## config.mk

```make
export PLATFORM = sky130hd
export DESIGN_NAME = cisc_sequencer
export DESIGN_NICKNAME = d
export VERILOG_FILES = /design/src/rtl/cisc_seq_pkg.sv /design/src/rtl/cisc_seq_sb.sv /design/src/rtl/cisc_seq_ctrl.sv /design/src/rtl/cisc_seq_dp.sv /design/src/rtl/cisc_sequencer.sv
export SDC_FILE = /design/constraint.sdc
export NUM_CORES = 1
export LEC_CHECK = 0
export BUFFER_PORTS_ARGS = -buffer_cell sky130_fd_sc_hd__buf_4
export CAP_MARGIN = 20
export CORE_AREA = 2 2 131 133
export DETAILED_ROUTE_END_ITERATION = 8
export DIE_AREA = 0 0 133 135
export PLACE_DENSITY = 0.83
export RECOVER_POWER = 50
export SLEW_MARGIN = 10
export SYNTH_ARGS = -nofsm -noshare
export SYNTH_HDL_FRONTEND = slang
export SYNTH_SLANG_ARGS = --single-unit
```

## constraint.sdc

```tcl
create_clock -name clk -period 4.55 [get_ports clk]
set_input_delay 0.2275 -clock clk [delete_from_list [all_inputs] [get_ports clk]]
set_output_delay 0.2275 -clock clk [all_outputs]
set_load 0.02 [all_outputs]
```

## src/rtl/cisc_seq_pkg.sv

```systemverilog
package cisc_seq_pkg;

  localparam int NUM_ST = 4;
  localparam int OP_W   = 8;

  // station slots in the start/done vectors
  localparam int ST_WGT  = 0;
  localparam int ST_MM   = 1;
  localparam int ST_ACT  = 2;
  localparam int ST_HOST = 3;

  localparam logic [OP_W-1:0] OP_NOP      = 8'h00;
  localparam logic [OP_W-1:0] OP_HRD      = 8'h01;
  localparam logic [OP_W-1:0] OP_HWR      = 8'h02;
  localparam logic [OP_W-1:0] OP_HRD_ALT  = 8'h03;
  localparam logic [OP_W-1:0] OP_HWR_ALT  = 8'h04;
  localparam logic [OP_W-1:0] OP_WGT      = 8'h05;
  localparam logic [OP_W-1:0] OP_MM       = 8'h06;
  localparam logic [OP_W-1:0] OP_ACT      = 8'h07;
  localparam logic [OP_W-1:0] OP_CFG      = 8'h08;
  localparam logic [OP_W-1:0] OP_SYNC_ACT = 8'h09;
  localparam logic [OP_W-1:0] OP_SYNC_ALL = 8'h0A;
  localparam logic [OP_W-1:0] OP_IRQ      = 8'h0B;
  localparam logic [OP_W-1:0] OP_TAG      = 8'h0C;
  localparam logic [OP_W-1:0] OP_HALT     = 8'h0D;

  // strobes from control to datapath
  typedef struct packed {
    logic loadHead;
    logic issue;
    logic loadTag;
    logic loadCfg;
  } dpStrobe_t;

  // which station an opcode targets, zero for in-sequencer instructions
  function automatic logic [NUM_ST-1:0] stationSel(input logic [OP_W-1:0] op);
    logic [NUM_ST-1:0] s;
    s = '0;
    case (op)
      OP_HRD, OP_HWR, OP_HRD_ALT, OP_HWR_ALT: s[ST_HOST] = 1'b1;
      OP_WGT:                                 s[ST_WGT]  = 1'b1;
      OP_MM:                                  s[ST_MM]   = 1'b1;
      OP_ACT:                                 s[ST_ACT]  = 1'b1;
      default:                                s          = '0;
    endcase
    return s;
  endfunction

endpackage

```

## src/rtl/cisc_seq_sb.sv

```systemverilog
module cisc_seq_sb
  import cisc_seq_pkg::*;
(
  input  logic              clk,
  input  logic              rstN,
  input  logic [NUM_ST-1:0] issueSel,
  input  logic [NUM_ST-1:0] stDone,
  input  logic              setBarrier,
  input  logic              clrBarrier,
  output logic [NUM_ST-1:0] busy,
  output logic              barrier
);

  // one outstanding flag per station; weight and activation slots
  // are the pending-weight and pending-activation flags
  for (genvar i = 0; i < NUM_ST; i++) begin : g_slot
    always_ff @(posedge clk or negedge rstN) begin
      if (!rstN)            busy[i] <= 1'b0;
      else if (issueSel[i]) busy[i] <= 1'b1;
      else if (stDone[i])   busy[i] <= 1'b0;
    end
  end

  always_ff @(posedge clk or negedge rstN) begin
    if (!rstN)           barrier <= 1'b0;
    else if (setBarrier) barrier <= 1'b1;
    else if (clrBarrier) barrier <= 1'b0;
  end

endmodule

```

## src/rtl/cisc_seq_ctrl.sv

```systemverilog
module cisc_seq_ctrl
  import cisc_seq_pkg::*;
(
  input  logic              clk,
  input  logic              rstN,
  input  logic              instValid,
  output logic              instReady,
  input  logic [OP_W-1:0]   headOp,
  input  logic [NUM_ST-1:0] busy,
  input  logic              barrier,
  output logic [NUM_ST-1:0] issueSel,
  output logic              setBarrier,
  output logic              clrBarrier,
  output dpStrobe_t         strobe,
  output logic [NUM_ST-1:0] stStart,
  output logic              irq
);

  logic              headValid;
  logic              halted;
  logic [NUM_ST-1:0] sel;
  logic              canGo;
  logic              retire;
  logic              accept;

  assign instReady = !headValid && !halted;
  assign accept    = instValid && instReady;

  // dispatch conditions for the held instruction
  always_comb begin
    sel   = stationSel(headOp);
    canGo = 1'b1;
    if (|sel)
      canGo = ((sel & busy) == '0);
    if (headOp == OP_MM && (busy[ST_WGT] || (barrier && busy[ST_ACT])))
      canGo = 1'b0;
    if (headOp == OP_SYNC_ALL && (|busy))
      canGo = 1'b0;
  end

  assign retire     = headValid && canGo;
  assign issueSel   = retire ? sel : '0;
  assign setBarrier = retire && (headOp == OP_SYNC_ACT);
  assign clrBarrier = retire && (headOp == OP_MM);

  always_comb begin
    strobe          = '0;
    strobe.loadHead = accept;
    strobe.issue    = |issueSel;
    strobe.loadTag  = retire && (headOp == OP_TAG);
    strobe.loadCfg  = retire && (headOp == OP_CFG);
  end

  always_ff @(posedge clk or negedge rstN) begin
    if (!rstN) begin
      headValid <= 1'b0;
      halted    <= 1'b0;
      stStart   <= '0;
      irq       <= 1'b0;
    end else begin
      if (accept)      headValid <= 1'b1;
      else if (retire) headValid <= 1'b0;
      if (retire && headOp == OP_HALT) halted <= 1'b1;
      stStart <= issueSel;
      irq     <= retire && (headOp == OP_IRQ);
    end
  end

endmodule

```

## src/rtl/cisc_seq_dp.sv

```systemverilog
module cisc_seq_dp
  import cisc_seq_pkg::*;
#(
  parameter  int UB_W   = 24,
  parameter  int ACC_W  = 16,
  parameter  int LEN_W  = 32,
  parameter  int FLG_W  = 16,
  localparam int INST_W = UB_W + ACC_W + LEN_W + FLG_W + OP_W
) (
  input  logic              clk,
  input  logic              rstN,
  input  dpStrobe_t         strobe,
  input  logic [INST_W-1:0] instData,
  output logic [OP_W-1:0]   headOp,
  output logic [OP_W-1:0]   stOp,
  output logic [UB_W-1:0]   stUbAddr,
  output logic [ACC_W-1:0]  stAccAddr,
  output logic [LEN_W-1:0]  stLen,
  output logic [FLG_W-1:0]  stFlags,
  output logic [FLG_W-1:0]  dbgTag,
  output logic [FLG_W-1:0]  cfgWord
);

  localparam int ACC_LO = UB_W;
  localparam int LEN_LO = ACC_LO + ACC_W;
  localparam int FLG_LO = LEN_LO + LEN_W;
  localparam int OP_LO  = FLG_LO + FLG_W;

  logic [UB_W-1:0]  hUb;
  logic [ACC_W-1:0] hAcc;
  logic [LEN_W-1:0] hLen;
  logic [FLG_W-1:0] hFlg;

  always_ff @(posedge clk or negedge rstN) begin
    if (!rstN) begin
      headOp <= OP_NOP;
      hUb    <= '0;
      hAcc   <= '0;
      hLen   <= '0;
      hFlg   <= '0;
    end else if (strobe.loadHead) begin
      headOp <= instData[OP_LO  +: OP_W];
      hUb    <= instData[0      +: UB_W];
      hAcc   <= instData[ACC_LO +: ACC_W];
      hLen   <= instData[LEN_LO +: LEN_W];
      hFlg   <= instData[FLG_LO +: FLG_W];
    end
  end

  always_ff @(posedge clk or negedge rstN) begin
    if (!rstN) begin
      stOp      <= '0;
      stUbAddr  <= '0;
      stAccAddr <= '0;
      stLen     <= '0;
      stFlags   <= '0;
    end else if (strobe.issue) begin
      stOp      <= headOp;
      stUbAddr  <= hUb;
      stAccAddr <= hAcc;
      stLen     <= hLen;
      stFlags   <= hFlg;
    end
  end

  always_ff @(posedge clk or negedge rstN) begin
    if (!rstN) begin
      dbgTag  <= '0;
      cfgWord <= '0;
    end else begin
      if (strobe.loadTag) dbgTag  <= hFlg;
      if (strobe.loadCfg) cfgWord <= hFlg;
    end
  end

endmodule

```

## src/rtl/cisc_sequencer.sv

```systemverilog
module cisc_sequencer
  import cisc_seq_pkg::*;
#(
  parameter  int UB_W   = 24,
  parameter  int ACC_W  = 16,
  parameter  int LEN_W  = 32,
  parameter  int FLG_W  = 16,
  localparam int INST_W = UB_W + ACC_W + LEN_W + FLG_W + OP_W
) (
  input  logic              clk,
  input  logic              rstN,
  input  logic              instValid,
  output logic              instReady,
  input  logic [INST_W-1:0] instData,
  output logic [NUM_ST-1:0] stStart,
  output logic [OP_W-1:0]   stOp,
  output logic [UB_W-1:0]   stUbAddr,
  output logic [ACC_W-1:0]  stAccAddr,
  output logic [LEN_W-1:0]  stLen,
  output logic [FLG_W-1:0]  stFlags,
  input  logic [NUM_ST-1:0] stDone,
  output logic              irq,
  output logic [FLG_W-1:0]  dbgTag,
  output logic [FLG_W-1:0]  cfgWord
);

  dpStrobe_t         strobe;
  logic [OP_W-1:0]   headOp;
  logic [NUM_ST-1:0] busy;
  logic [NUM_ST-1:0] issueSel;
  logic              barrier;
  logic              setBarrier;
  logic              clrBarrier;

  cisc_seq_ctrl uCtrl (
    .clk        (clk),
    .rstN       (rstN),
    .instValid  (instValid),
    .instReady  (instReady),
    .headOp     (headOp),
    .busy       (busy),
    .barrier    (barrier),
    .issueSel   (issueSel),
    .setBarrier (setBarrier),
    .clrBarrier (clrBarrier),
    .strobe     (strobe),
    .stStart    (stStart),
    .irq        (irq)
  );

  cisc_seq_sb uSb (
    .clk        (clk),
    .rstN       (rstN),
    .issueSel   (issueSel),
    .stDone     (stDone),
    .setBarrier (setBarrier),
    .clrBarrier (clrBarrier),
    .busy       (busy),
    .barrier    (barrier)
  );

  cisc_seq_dp #(
    .UB_W  (UB_W),
    .ACC_W (ACC_W),
    .LEN_W (LEN_W),
    .FLG_W (FLG_W)
  ) uDp (
    .clk       (clk),
    .rstN      (rstN),
    .strobe    (strobe),
    .instData  (instData),
    .headOp    (headOp),
    .stOp      (stOp),
    .stUbAddr  (stUbAddr),
    .stAccAddr (stAccAddr),
    .stLen     (stLen),
    .stFlags   (stFlags),
    .dbgTag    (dbgTag),
    .cfgWord   (cfgWord)
  );

endmodule

```

==> results.toml <==
[detailed_routing]
via_count = 5848
drtAntennaViolNets = 0
drt_iter0_markers = 253
via_per_inst = 5.24
dr.pass1.iters = 4
wirelength_um = 22200
wl_per_cell_um = 19.9
drc_errors = 0

[timing]
setup_viol = 0
slew_headroom_pct = -56.5
fmax_mhz = 279
tightest_slew_ns = 2.35
min_period_ns = 3.58
hold_viol = 0
period_share_pct = 78.8
rsz0062_at_grt = "false"
finClkSkew_ns = 0.0179
maxSlewViolCount = 29
setup_tns_ns = 0

[synth]
syn_area_per_cell_um2 = 16.7
synthCells = 545
synth_cell_type_count = 34
synth_area_leader_cell = "dfrtp_1"
synth_area_leaders = "dfrtp_1 (65%), mux2_2 (23%), mux2_4 (5.8%), buf_12 (0.66%), buf_4 (0.66%)"
yosysWarnings = 0
synth.ff_latch_count = 236
synthArstFlopShare_pct = 100
synth_top_area_share_pct = 65.0
synth_ff_type = "dfrtp_1"
synth-edff-count = 0
syn-num-nets = 648
synth_area_um2 = 9080
synth_seq_area_share_pct = 65.0

[cts]
h-tree-depth = 1
ctsResizeCount = 0
tritoncts = "done"
post_cts_buffers = 0
cts_root_buf = "clkbuf_16"
insertion_delay_ns = 0.51
cts_buffers = 25
clock-sinks = 236
cts_max_path_buffers = 3
cts_hold_buf = 99
clk_transition_reported_paths_ns = 0.06

[die]
design.die.area_um2 = 18000
floorplan.die.height_um = 135
num_rows = 47
die_x_um = 133
top_level_ports = 237
start_util_pct = 55.3
core_area_um2 = 16400

[worst_setup_path]
critPathBufInv = 2
endpoint_kind = "flop"
path_cells = "nor2_1 -> and2_0 -> buf_16 -> buf_4 -> mux2_2"
r2r_start = "uCtrl.headValid"
r2r_setup_slack_ns = 0.97
rr_worst_depth = 5
critPathSlowestCell = "and2_0"
startpoint_type = "flop"
worstSetupStartpoint = "uCtrl.headValid"
crit_type = "flop to flop"
slowest_delay_ns = 1.74
r2r_end = "uDp.hLen[26]"
path_max_fanout = 51
cp.arrival_ns = 3.97
cpLargestDelayFamily = "simple AND/OR/NAND/NOR gates"
required_ns = 4.94
path_depth = 5

[flow_run]
maxCapViolCount = 1

[layout]
antennaDiodeCount = 0
area_growth_pct = 35.0
fin_nets = 986
n_fill_cell = 1072
layout-drive-gt1-share_pct = 40.5
post-route-util_pct = 74.7

[min_path]
min_to = "uSb.busy[0]"
hold_depth = 3
hp-class = "primary input to flop"
hold_start = "stDone[0]"

[status]
status = "complete, but fails checks"
violations = "max-capacitance violations, max-slew violations"

[placed_design]
io_buffers = 236
gp_congestion = 0.908
dp_hpwl_um = 13600

[grt]
grt_util_all_layers_pct = 24.9
antenna_found_initial = 0
grt_pass1_wl_um = 35400
first_global_vias = 6575
grt_max_degree = 130
overflow = 0

[power]
leakagePower_nw = 5.67
pwr_density_cell_nw_per_um2 = 565
ir_drop_mv = 0.420
==> per-layer routing <==
| layer | part of all wire (%) | track usage (%) |
|---|---|---|
| met1 | 40 | 31.2 |
| met2 | 51 | 43.7 |
| met3 | 7.5 | 6.61 |
| met4 | 1.6 | 5.91 |
| met5 | 0 | 0 |
==> cells in the mapped netlist (3+ instances only) <==
master,n
and3_1,3
nand2_1,5
nor2_1,7
buf_12,3
buf_4,8
mux2_2,183
o21ai_0,5
dfrtp_1,236
buf_2,6
clkbuf_1,9
mux2_4,35
a21o_1,3
nor2b_1,6
inv_1,8
==> power breakdown <==
part,switching (mW),total [mW],internal (mW)
logic,1.00,1.85,0.850
registers,0.404,3.11,2.71
clock network,0.794,1.96,1.17
==> state kept, by name (all words and copies together), names as in the netlist <==
signal / cells
uDp.stOp: 8
uDp.hLen: 32
uDp.hAcc: 16
uDp.dbgTag: 16
uCtrl.irq: 1
uDp.stFlags: 16
uDp.hUb: 24
uDp.cfgWord: 16
uDp.hFlg: 16
uCtrl.stStart: 4
uDp.headOp: 8
uDp.stLen: 32
uCtrl.halted: 1
uDp.stAccAddr: 16
uCtrl.headValid: 1
uSb.busy: 4
uSb.barrier: 1
uDp.stUbAddr: 24
==> cell usage in the layout (no fill, tap or decap), drive strengths merged, types with 3 or more instances in the layout <==
master and instances:
nor2b 6, inv 9, clkinv 4, o21ai 5, and3 3, clkbuf 167, a21o 3, buf 106
dlygate4sd3 99, mux2 218, nand2 5, nor2 7, dfrtp 236
==> tightest hold or removal path: stages <==
cell and delay, ns:
buf_4 0.11, inv_1 0.05, a21o_1 0.10
==> cell families after synthesis <==
kind of cell    count (synthesis)  share of synthesized area, %
compound gates                 17                          1.28
xor+xnor                        2                         0.193
buf+inv                        37                          2.73
flops                         236                          65.0
mux                           219                          28.6
simple gates                   34                          2.18
==> through the flow <==
step | instances | power (mW) | hold slack, ns | setup slack [ns] | cell area (µm²)
floorplan | 545 | 4.24 | -0.0681 | 2.42 | 9080
global placement | 976 | 5.07 | 0.362 | 1.59 | 11000
detailed placement | 976 | 5.19 | 0.386 | 1.44 | 11000
CTS | 1116 | 7.24 | 0.00381 | 1.43 | 12700
global route | 1117 | 7.25 | 0.0339 | 0.825 | 12300
finish | 1117 | 6.92 | 0.0248 | 0.965 | 12300
==> final cells by class <==
type / count / area, µm² / area share [%]
Tap cell: 220 / 275 / 2.25
Clock inverter: 9 / 106 / 0.868
Multi-Input combinational cell: 272 / 2930 / 23.9
Sequential cell: 236 / 5910 / 48.2
Timing Repair Buffer: 340 / 2330 / 19.0
Inverter: 8 / 30.0 / 0.245
Clock buffer: 32 / 682 / 5.56
==> worst max path at each step <==
stage / to / slack, ns
6_report: uDp.hLen[26] / 0.97
4_1_cts: uDp.stAccAddr[15] / 1.43
5_1_grt: uDp.hLen[11] / 0.83
2_1_floorplan: uDp.stFlags[0] / 2.42
3_3_place_gp: uDp.stLen[6] / 1.59
3_5_place_dp: uDp.stAccAddr[15] / 1.44
Power figures use the tool's default switching activity.
